### src/rtl/ostmr_pkg.sv
package ostmr_pkg;
  localparam int NUM_CH   = 4;
  localparam int DATA_W   = 32;
  localparam int ADDR_W   = 5;
  localparam int IDX_W    = ADDR_W - 2;
  localparam int CH_W     = $clog2(NUM_CH);
  localparam int WD_CH    = NUM_CH - 1;
  localparam logic [IDX_W-1:0] IDX_CNT  = IDX_W'(NUM_CH);
  localparam logic [IDX_W-1:0] IDX_STAT = IDX_W'(NUM_CH + 1);
  localparam logic [IDX_W-1:0] IDX_WD   = IDX_W'(NUM_CH + 2);
  localparam logic [IDX_W-1:0] IDX_EN   = IDX_W'(NUM_CH + 3);

  typedef struct packed {
    logic [NUM_CH-1:0] cmpWr;
    logic              cntWr;
    logic              statWr;
    logic              wdWr;
    logic              enWr;
    logic              rdValid;
    logic [IDX_W-1:0]  rdIdx;
  } strobe_t;
endpackage

### src/rtl/ostmr_ctrl.sv
module ostmr_ctrl
  import ostmr_pkg::*;
(
  input  logic              busSel,
  input  logic              busWrite,
  input  logic [ADDR_W-1:0] busAddr,
  output strobe_t           strb
);
  logic             aligned;
  logic             wrEn;
  logic [IDX_W-1:0] wordIdx;

  assign aligned = (busAddr[1:0] == 2'b00);
  assign wordIdx = busAddr[ADDR_W-1:2];
  assign wrEn    = busSel && busWrite && aligned;

  always_comb begin
    strb = '0;
    for (int i = 0; i < NUM_CH; i++) begin
      strb.cmpWr[i] = wrEn && (wordIdx == IDX_W'(i));
    end
    strb.cntWr   = wrEn && (wordIdx == IDX_CNT);
    strb.statWr  = wrEn && (wordIdx == IDX_STAT);
    strb.wdWr    = wrEn && (wordIdx == IDX_WD);
    strb.enWr    = wrEn && (wordIdx == IDX_EN);
    strb.rdValid = busSel && !busWrite && aligned;
    strb.rdIdx   = wordIdx;
  end
endmodule

### src/rtl/ostmr_datapath.sv
module ostmr_datapath
  import ostmr_pkg::*;
(
  input  logic              clk,
  input  logic              rstN,
  input  strobe_t           strb,
  input  logic [DATA_W-1:0] wdata,
  output logic [DATA_W-1:0] rdata,
  output logic [DATA_W-1:0] count,
  output logic [NUM_CH-1:0] hit,
  output logic [NUM_CH-1:0] status,
  output logic [NUM_CH-1:0] enable,
  output logic              wdEn,
  output logic              irq,
  output logic              rstReq
);
  logic [DATA_W-1:0] countQ;
  logic [DATA_W-1:0] cmpQ [NUM_CH];
  logic [NUM_CH-1:0] statusQ;
  logic [NUM_CH-1:0] enableQ;
  logic [NUM_CH-1:0] clrMask;
  logic              wdEnQ;
  logic              rstReqQ;

  always_ff @(posedge clk) begin
    if (!rstN)           countQ <= '0;
    else if (strb.cntWr) countQ <= wdata;
    else                 countQ <= countQ + 1'b1;
  end

  for (genvar g = 0; g < NUM_CH; g++) begin : gCh
    always_ff @(posedge clk) begin
      if (!rstN)              cmpQ[g] <= '0;
      else if (strb.cmpWr[g]) cmpQ[g] <= wdata;
    end
    assign hit[g] = (countQ == cmpQ[g]);
  end

  // a hit in the same cycle as a clear keeps the flag set
  assign clrMask = strb.statWr ? wdata[NUM_CH-1:0] : '0;

  always_ff @(posedge clk) begin
    if (!rstN) statusQ <= '0;
    else       statusQ <= (statusQ & ~clrMask) | hit;
  end

  always_ff @(posedge clk) begin
    if (!rstN)          enableQ <= '0;
    else if (strb.enWr) enableQ <= wdata[NUM_CH-1:0];
  end

  always_ff @(posedge clk) begin
    if (!rstN) begin
      wdEnQ   <= 1'b0;
      rstReqQ <= 1'b0;
    end else begin
      if (strb.wdWr && wdata[0])  wdEnQ   <= 1'b1;
      if (wdEnQ && hit[WD_CH])    rstReqQ <= 1'b1;
    end
  end

  always_comb begin
    rdata = '0;
    if (strb.rdValid) begin
      if (strb.rdIdx < IDX_W'(NUM_CH)) rdata = cmpQ[strb.rdIdx[CH_W-1:0]];
      else if (strb.rdIdx == IDX_CNT)  rdata = countQ;
      else if (strb.rdIdx == IDX_STAT) rdata[NUM_CH-1:0] = statusQ;
      else if (strb.rdIdx == IDX_WD)   rdata[0] = wdEnQ;
      else if (strb.rdIdx == IDX_EN)   rdata[NUM_CH-1:0] = enableQ;
    end
  end

  assign count  = countQ;
  assign status = statusQ;
  assign enable = enableQ;
  assign wdEn   = wdEnQ;
  assign irq    = |(statusQ & enableQ);
  assign rstReq = rstReqQ;
endmodule

### src/rtl/ostmr_top.sv
module ostmr_top
  import ostmr_pkg::*;
(
  input  logic              clk,
  input  logic              rstN,
  input  logic              busSel,
  input  logic              busWrite,
  input  logic [ADDR_W-1:0] busAddr,
  input  logic [DATA_W-1:0] busWdata,
  output logic [DATA_W-1:0] busRdata,
  output logic              irqOut,
  output logic              resetReq
);
  strobe_t           strbW;
  logic [DATA_W-1:0] countW;
  logic [NUM_CH-1:0] hitW;
  logic [NUM_CH-1:0] statusW;
  logic [NUM_CH-1:0] enableW;
  logic              wdEnW;

  ostmr_ctrl uCtrl (
    .busSel  (busSel),
    .busWrite(busWrite),
    .busAddr (busAddr),
    .strb    (strbW)
  );

  ostmr_datapath uDp (
    .clk   (clk),
    .rstN  (rstN),
    .strb  (strbW),
    .wdata (busWdata),
    .rdata (busRdata),
    .count (countW),
    .hit   (hitW),
    .status(statusW),
    .enable(enableW),
    .wdEn  (wdEnW),
    .irq   (irqOut),
    .rstReq(resetReq)
  );
endmodule

### config.mk
export PLATFORM = sky130hd
export DESIGN_NAME = ostmr_top
export DESIGN_NICKNAME = d
export VERILOG_FILES = /design/src/rtl/ostmr_pkg.sv /design/src/rtl/ostmr_ctrl.sv /design/src/rtl/ostmr_datapath.sv /design/src/rtl/ostmr_top.sv
export SDC_FILE = /design/constraint.sdc
export NUM_CORES = 1
export LEC_CHECK = 0
export BUFFER_PORTS_ARGS = -buffer_cell sky130_fd_sc_hd__buf_2
export CELL_PAD_IN_SITES_DETAIL_PLACEMENT = 0
export CELL_PAD_IN_SITES_GLOBAL_PLACEMENT = 1
export CORE_UTILIZATION = 47
export CTS_CLUSTER_DIAMETER = 100
export CTS_CLUSTER_SIZE = 28
export DETAILED_ROUTE_END_ITERATION = 7
export PLACE_DENSITY = 0.82
export REMOVE_ABC_BUFFERS = 1
export SLEW_MARGIN = 5
export SYNTH_ARGS = -nofsm -noshare
export SYNTH_HDL_FRONTEND = slang
export SYNTH_HIERARCHICAL = 1
export SYNTH_SLANG_ARGS = --single-unit
### constraint.sdc
create_clock -name clk -period 7.6 [get_ports clk]
set_clock_uncertainty 0.05 [all_clocks]
set_input_delay 1.52 -clock clk [delete_from_list [all_inputs] [get_ports clk]]
set_output_delay 1.52 -clock clk [all_outputs]
set_load 0.02 [all_outputs]
=== After elaboration in Yosys (flattened, before gate mapping) ===
Memory sizes are Yosys's and may differ from the RTL's.
Index checks and enable logic that the tools add are counted.

* Add/sub/neg operators: 1
* Bitwise operators: 8
* Shift operators: 0
* Order comparisons: 1
* $mul: 0
* Equal/unequal tests: 11
* Reduce and logical (&&, ||, !) cells: 18
* Divide/modulo/power cells: 0
* Multiplexer cells: 27

{| class="wikitable"
|+ Operators with widths
! cell !! number
|-
| 32-bit two-way mux || 7
|-
| 32-bit == test || 4
|-
| 32-bit by 1-bit adder with 32-bit output, second input constant || 1
|-
| 28-bit two-way mux || 1
|-
| 4-bit two-way mux || 4
|-
| 1-bit logical AND || 14
|-
| 1-bit two-way mux || 14
|-
| 3-bit == test, second input constant || 4
|-
| 4-bit AND || 2
|-
| 3-bit by 2-bit == test with 1-bit output, second input constant || 2
|-
| 4-bit inverter || 1
|-
| 1-bit bitwise OR || 4
|-
| 4-bit bitwise OR || 1
|-
| 4-bit OR reduction || 1
|-
| 3-bit by 1-bit == test with 1-bit output, second input constant || 1
|-
| 3-bit zero test || 1
|-
| 3-bit < comparator, second input constant || 1
|-
| 3-bit two-way mux || 1
|-
| 2-bit zero test || 1
|-
| 1-bit zero test || 1
|}

* Register bits after elaboration: 42
* RAM bits: 128
* Word-level logic and storage cells: 72
* Bits in read-only memories: 0
* Input port bits: 41
* Bits in latches: 0
* Memories: 1

{| class="wikitable"
|+ Memory list
! memory !! words !! width !! read ports !! clocked after Yosys merged registers in !! wr ports !! line !! text
|-
| uDp.cmpQ || 4 || 32 || 5 || 0 || 4 || ostmr_datapath.sv:18 || <nowiki>logic [DATA_W-1:0] cmpQ [NUM_CH];</nowiki>
|}

=== Depth between registers and ports, before layout ===
Gate-level depths: netlist (run 1).

* Word-level depth: 7
* Mapped depth: 9

=== By module ===
Netlist (run 1), hierarchy kept.

{| class="wikitable"
|+ By module, submodules not included
! module !! sequential area each (um2) !! area each (um2) !! times used !! cells an instance
|-
| ostmr_datapath || 4684.5 || 10013.4 || 1 || 935
|-
| ostmr_ctrl || 0.0 || 127.6 || 1 || 17
|}

=== Worst setup path after synthesis (run 1) ===
OpenSTA, ideal clock, no wires.

* Path type: input-to-output
* From: input busAddr[3]
* To: output busRdata[12]
* Data arrival time: 2979 ps
* Stages on the path: 8
* Required time: 6030 ps
* Path buffers: 4
* Path slack: 3051 ps
* Path through: buf_4 buf_2 buf_4 buf_2 mux2i_1 a211oi_1 o21ai_0 a21oi_1

* Word-level cells in the longest chain between the ends: 4
* Elaborated cells on any way between the ends: 6
* Classes of those cells: order compare (1); eq/ne (1); mux (3); memory (1)

{| class="wikitable"
|+ Ends and longest elaborated chain
! what !! line !! text
|-
| start: declaration || ostmr_top.sv:8 || <nowiki>input logic [ADDR_W-1:0] busAddr,</nowiki>
|-
| branches (longest 2 deep; another with 3-bit < comparator) || -- ||
|-
| 32-bit two-way mux * || ostmr_datapath.sv:65 || <nowiki>if (strb.rdIdx < IDX_W'(NUM_CH)) rdata = cmpQ[strb.rdIdx[CH_W-1:0]];</nowiki>
|-
| 32-bit two-way mux * || ostmr_datapath.sv:64 || <nowiki>if (strb.rdValid) begin</nowiki>
|-
| end: declaration || ostmr_top.sv:10 || <nowiki>output logic [DATA_W-1:0] busRdata,</nowiki>
|}

Mark *: on every way between the ends.

=== Worst setup path after layout (run 1) ===
* From: input busAddr[3]
* To: output busRdata[27]

Same word-level chain as after synthesis.

==> impl_metrics.tcl, run 1 <==
set metrics [dict create \
    fin_crit_sh_pct 67.01 \
    place_area_um2 10510 \
    hold_violations 0 \
    grt_max_degree 87 \
    worstMarginPinSlew_ns 1.139 \
    numCtsBuffers 17 \
    die-area_um2 22170 \
    avgSynthCellArea_um2 10.65 \
    start_kind "input pin" \
    wl_per_cell_um 24.39 \
    dr.pass1.iters 5 \
    path_max_fanout 43 \
    syn2layout_area_growth_pct 9.328 \
    cts.sinks 170 \
    grt_pass1_vias 6982 \
    cts_tree "done" \
    drt_iter0_drc 798 \
    cp-end-kind "output port" \
    antenna_found_initial 0 \
    syn_area_um2 10140 \
    critical_path_arrival_ns 3.52 \
    io_pins 75 \
    totalWireLength_um 30370 \
    grt_busiest_layer "met2" \
    grt_util_all_layers_pct 28.10 \
    ant_nets 0 \
    power.total_mw 2.149 \
    initial_core_util_pct 48.09 \
    finalSetupViolCount 0 \
    cts.hold.buffers_added 0 \
    root_buffer "clkbuf_16" \
    numPortBuffers 74 \
    min_period_ns 5.093 \
    fin_tns_setup_ns 0 \
    rr_worst_depth 6 \
    multi_input_comb_area_um2 4955 \
    clk_pin_slew_ns 0.07 \
    via_count 7663 \
    synth_seq_cells 170 \
    grt.met3_usage_pct 5.229 \
    grt_pass1_wl_um 45170 \
    synth-edff-count 128 \
    clockBufferDepth 2 \
    drv_slew 0 \
    insertion_delay_ns 0.45 \
    via_per_inst 6.155 \
    final_cell_mix "140 x xor2_1, 130 x and3_1, 128 x edfxtp_1" \
    status "completed" \
    min_path_cells 2 \
    gr-usage-met1_pct 40.57 \
    regArea_um2 4684 \
    ys.flop_type "edfxtp_1" \
    hold_class "flip-flop to flip-flop" \
    maxSlewHeadroom_pct 24.04 \
    layout.nets 999 \
    dp_cells 1213 \
    die_h_um 148.9 \
    async_reset_ff_share_pct 0 \
    hpwl_um 19710 \
    max_freq_mhz 196.3 \
    critPathKind "input pin to output port" \
    grt-ovfl-total 0 \
    powerDensity_nw_per_um2 193.9 \
    rsz0062_at_grt "no" \
    n_fill_cell 1865 \
    h-tree-depth 4 \
    routabilityCongestion 0.9363 \
    grtUsageMet2_pct 42.28 \
    die_width_um 148.9 \
    row_count 53 \
    final_common_cell "xor2_1" \
    synth-warning-count 6 \
    synth_cell_types 48 \
    coreArea_um2 21090 \
    ys_seq_area_share_pct 46.19 \
    syn_inst 952 \
    antenna_cells 0 \
    final_util_pct 52.58 \
    finish.instance_area_um2 11090 \
    p_leak_nw 4.640 \
    stdcell_count 1245 \
    cts_setup_buffers 0 \
    drive_gt1_share_pct 18.14 \
    cts_resized 0 \
    drc 0 \
    required_ns 6.03 \
    cap_viol_max_count 0 \
    max-vdd-ir-drop_mv 0.1154 \
]
[final cells by class]
| class | count | area share (%) |
|---|---|---|
| multi-input combinational | 670 | 44.69 |
| sequential | 170 | 42.25 |
| timing repair buffer | 89 | 4.401 |
| clock buffer | 17 | 3.837 |
| tap | 275 | 3.103 |
| clock inverter | 15 | 1.411 |
| inverter | 9 | 0.3047 |
[stage by stage]
| stage | setup slack, ns | hold slack [ns] |
|---|---|---|
| floorplan | 2.106 | 0.3946 |
| global placement | 2.489 | 0.3976 |
| detailed placement | 2.478 | 0.4006 |
| CTS | 2.477 | 0.4112 |
| global route | 2.338 | 0.4354 |
| finish | 2.507 | 0.4083 |
[cell usage after synthesis (all sizes together) (10+ instances only)]
cell	instances	area [µm²]
a21oi	48	240.2
dfxtp	42	840.8
nor3	10	50.05
o21ai	39	195.2
nor2	34	127.6
clkbuf	54	203.9
nor2b	21	131.4
edfxtp	128	3844
xnor2	16	140.1
o22ai	12	75.07
a22oi	16	120.1
nor4	43	309.0
mux2	15	168.9
xor2	140	1226
and3	130	813.3
buf	49	312.8
mux4	19	427.9
nand2	25	98.84
nand4	16	115.1
nand2b	20	125.1
[report_power, final]
group          switching (mW)  total (mW)  internal (mW)  leakage [nW]
sequential             0.0369        1.07           1.04          1.56
combinational           0.133       0.208         0.0745          2.81
clock                   0.403       0.867          0.464         0.277
total                   0.573        2.15           1.58          4.64
[final timing paths]
check | from | to | slack (ns)
hold / removal | uDp/rstReq | uDp/rstReq | 0.41
setup reg to reg | uDp/count[0] | uDp/count[22] | 5.20
setup / recovery | busAddr[3] | busRdata[27] | 2.51
hold reg to reg | uDp/rstReq | uDp/rstReq | 0.41
[sequential cells by signal, indices dropped and copies added (netlist names)]
register / count
uDp/wdEn: 1
uDp/rstReq: 1
uDp/count: 32
uDp/status: 4
uDp/enable: 4
uDp/cmpQ: 128
[routing by layer]
layer	vias up	wire length, µm
li1	3482	-
met1	3757	13210
met2	376	13620
met3	48	2660
met4	0	868
met5	-	0
[worst max-delay path: stages]
cell and delay (ns):
buf_4 0.42, buf_4 0.55, mux4_2 0.56, a22oi_1 0.22, nor2b_1 0.07, buf_2 0.16
[cells by family (layout without fill, tap and decap cells)]
| group | Yosys count | after routing | share of synthesized area (%) |
|---|---|---|---|
| flops | 170 | 170 | 46.19 |
| compound gates | 140 | 140 | 8.304 |
| simple gates | 332 | 332 | 19.90 |
| xor+xnor | 156 | 156 | 13.47 |
| mux | 41 | 41 | 6.576 |
| buf+inv | 112 | 130 | 5.429 |
| fa+ha+maj | 1 | 1 | 0.1234 |
No activity file was read; power rests on OpenSTA's default activity.
==> run 2, diff against run 1 <==
ABC_AREA = 1   (was unset)
CORE_UTILIZATION = 46   (was 47)
PLACE_DENSITY = 0.85   (was 0.82)
clock period = 5.11 ns   (was 7.6 ns; I/O delays follow)
==> run 2 against run 1 <==
Compared with the run above:
- count of clock-buffer cells in the layout is 1 higher
- core utilization is 1.3 points lower
- hold slack hardly changed
- largest power group unchanged
- flip-flop and latch count stayed put
- total power is 52% higher
- critical endpoint is now busRdata[0]
==> impl_metrics.tcl, run 2 <==
set metrics [dict create \
    insertion_delay_ns 0.43 \
    rr_worst_depth 6 \
    drc 0 \
    finish.instance_area_um2 11220 \
    intPower_mw 2.459 \
    comb_power_share_pct 9.5 \
    max-vdd-ir-drop_mv 0.2003 \
    coreArea_um2 21890 \
    drive_gt1_share_pct 12.61 \
    worstMarginPinSlew_ns 1.084 \
    min_path_cells 2 \
    drv_slew 0 \
    grt-ovfl-total 0 \
    largest_reg_flops 128 \
    fin_tns_setup_ns 0 \
    holdCritStartpoint "uDp/rstReq" \
    clk_pin_slew_ns 0.07 \
    fin_crit_sh_pct 79.73 \
    cp-end-kind "output port" \
    grt_max_degree 38 \
    hold_ws_ns 0.4082 \
    cap_viol_max_count 0 \
    final_common_cell "nor2_1" \
    numCtsBuffers 17 \
    n_fill_cell 2118 \
    avgSynthCellArea_um2 7.999 \
    drt_iter0_drc 865 \
    maxSlewHeadroom_pct 27.75 \
    worstPathCellList "buf_2 > inv_2 > nand2_2 > inv_2 > nand2_1 > inv_1 > a21oi_1 > nand2_1 > a21oi_1 > buf_2" \
    p_leak_nw 4.488 \
    worstReg2RegStart "uDp/count[2]" \
    via_count 8828 \
    h-tree-depth 4 \
    grt_pass1_wl_um 48480 \
    cts_resized 0 \
    io_pins 75 \
    r2r_slack_ns 2.94 \
    path_max_fanout 24 \
    root_buffer "clkbuf_16" \
    r2r_end "uDp/count[21]" \
    finalSetupViolCount 0 \
    place_area_um2 10610 \
    switching_power_uw 807.7 \
    final_util_pct 51.23 \
    syn_area_um2 10290 \
    cts_setup_buffers 0 \
    power.total_mw 3.266 \
    row_count 54 \
    final_cell_mix "276 x nor2_1, 215 x nand2_1, 128 x edfxtp_1" \
    hold_violations 0 \
    status "completed" \
    dr.pass1.iters 5 \
    via_per_inst 5.504 \
    cts.sinks 170 \
    required_ns 4.04 \
    cp_slowest_cell "nand2_2" \
    p_sw_share_pct 24.73 \
    start_kind "input pin" \
    hpwl_um 21860 \
    die-area_um2 22960 \
    seqPwrFrac_pct 48.9 \
    grt_pass1_vias 8364 \
    min_period_ns 4.074 \
    grt_util_all_layers_pct 29.39 \
    cpPeakStageDelay_ns 0.53 \
    max_freq_mhz 245.5 \
    cts_tree "done" \
    rsz0062_at_grt "no" \
    antenna_found_initial 0 \
    min_to "uDp/rstReq" \
    antenna_cells 0 \
    cts.hold.buffers_added 0 \
    numPortBuffers 74 \
    routabilityCongestion 0.9347 \
    layout.nets 1353 \
    critPathKind "input pin to output port" \
    hold_class "flip-flop to flip-flop" \
    largest_register "uDp/cmpQ" \
    wl_met1_um 13550 \
    wl_per_cell_um 20.35 \
    ant_nets 0 \
    syn_inst 1286 \
    dr.max_layer_used "met4" \
    power_frac_clock_pct 41.6 \
    dr_wl_met3_um 2525 \
    synth-warning-count 6 \
    die_width_um 151.5 \
    die_h_um 151.5 \
    clockBufferDepth 2 \
    dr_wl_met2_um 15830 \
    initial_core_util_pct 46.99 \
    critical_path_arrival_ns 3.00 \
    syn2layout_area_growth_pct 9.038 \
    totalWireLength_um 32650 \
    powerDensity_nw_per_um2 291.2 \
]
==> run 2: cell count changes in the layout (fill, tap and decap cells not counted), sizes merged, moves of 20 or more <==
cell	before	now
a21oi	48	74
nand3	9	54
xnor2	16	82
nor2	34	285
nor4	43	4
xor2	140	37
nand2b	20	0
nand2	25	226
and3	130	0
inv	17	138
nor2b	21	0
==> run 2: how the worst max path moves through the flow <==
stage                     startpoint       endpoint  slack (ns)  cells past startpoint
after floorplan           busAddr[1]  uDp/count[19]        1.34                      6
after global placement    busAddr[3]   busRdata[25]        1.14                      8
after detailed placement  busAddr[3]    busRdata[0]        1.13                     10
after CTS                 busAddr[3]    busRdata[0]        1.12                     10
after global routing      busAddr[3]    busRdata[0]        0.96                     10
final                     busAddr[3]    busRdata[0]        1.04                     10
==> run 2: cell type report <==
type	count	area [µm²]	area share, %
sequential	170	4684	41.77
multi-input combinational	900	4614	41.14
inverter	140	529.3	4.719
timing repair buffer	82	430.4	3.838
clock buffer	18	429.2	3.826
tap	280	350.3	3.124
clock inverter	14	177.7	1.584
==> run 2: power groups by stage <==
stage / Clock [mW] / Sequential [mW] / Combinational [mW]
floorplan: 0 / 1.61 / 0.190
global placement: 0 / 1.62 / 0.301
detailed placement: 0 / 1.63 / 0.302
CTS: 1.37 / 1.60 / 0.304
global route: 1.43 / 1.60 / 0.337
finish: 1.36 / 1.60 / 0.310
==> run 2: layer usage <==
metal	track usage [%]	up-vias
met3	5.419	56
met2	49.59	402
met4	11.09	0
li1	-	4176
met5	0	-
met1	37.39	4194
==> run 2: worst max-delay path: cells and delay by family <==
kind | cells | cell delay, ns
AND/OR/NAND/NOR | 3 | 0.76
buffers and inverters | 5 | 0.93
AO/OA/AOI/OAI | 2 | 0.28
==> run 2: per-stage QoR <==
step,setup slack [ns],instances
2_1_floorplan,1.336,1210
3_3_place_gp,1.145,1572
3_5_place_dp,1.128,1572
4_1_cts,1.120,1604
5_1_grt,0.9596,1604
6_report,1.036,1604
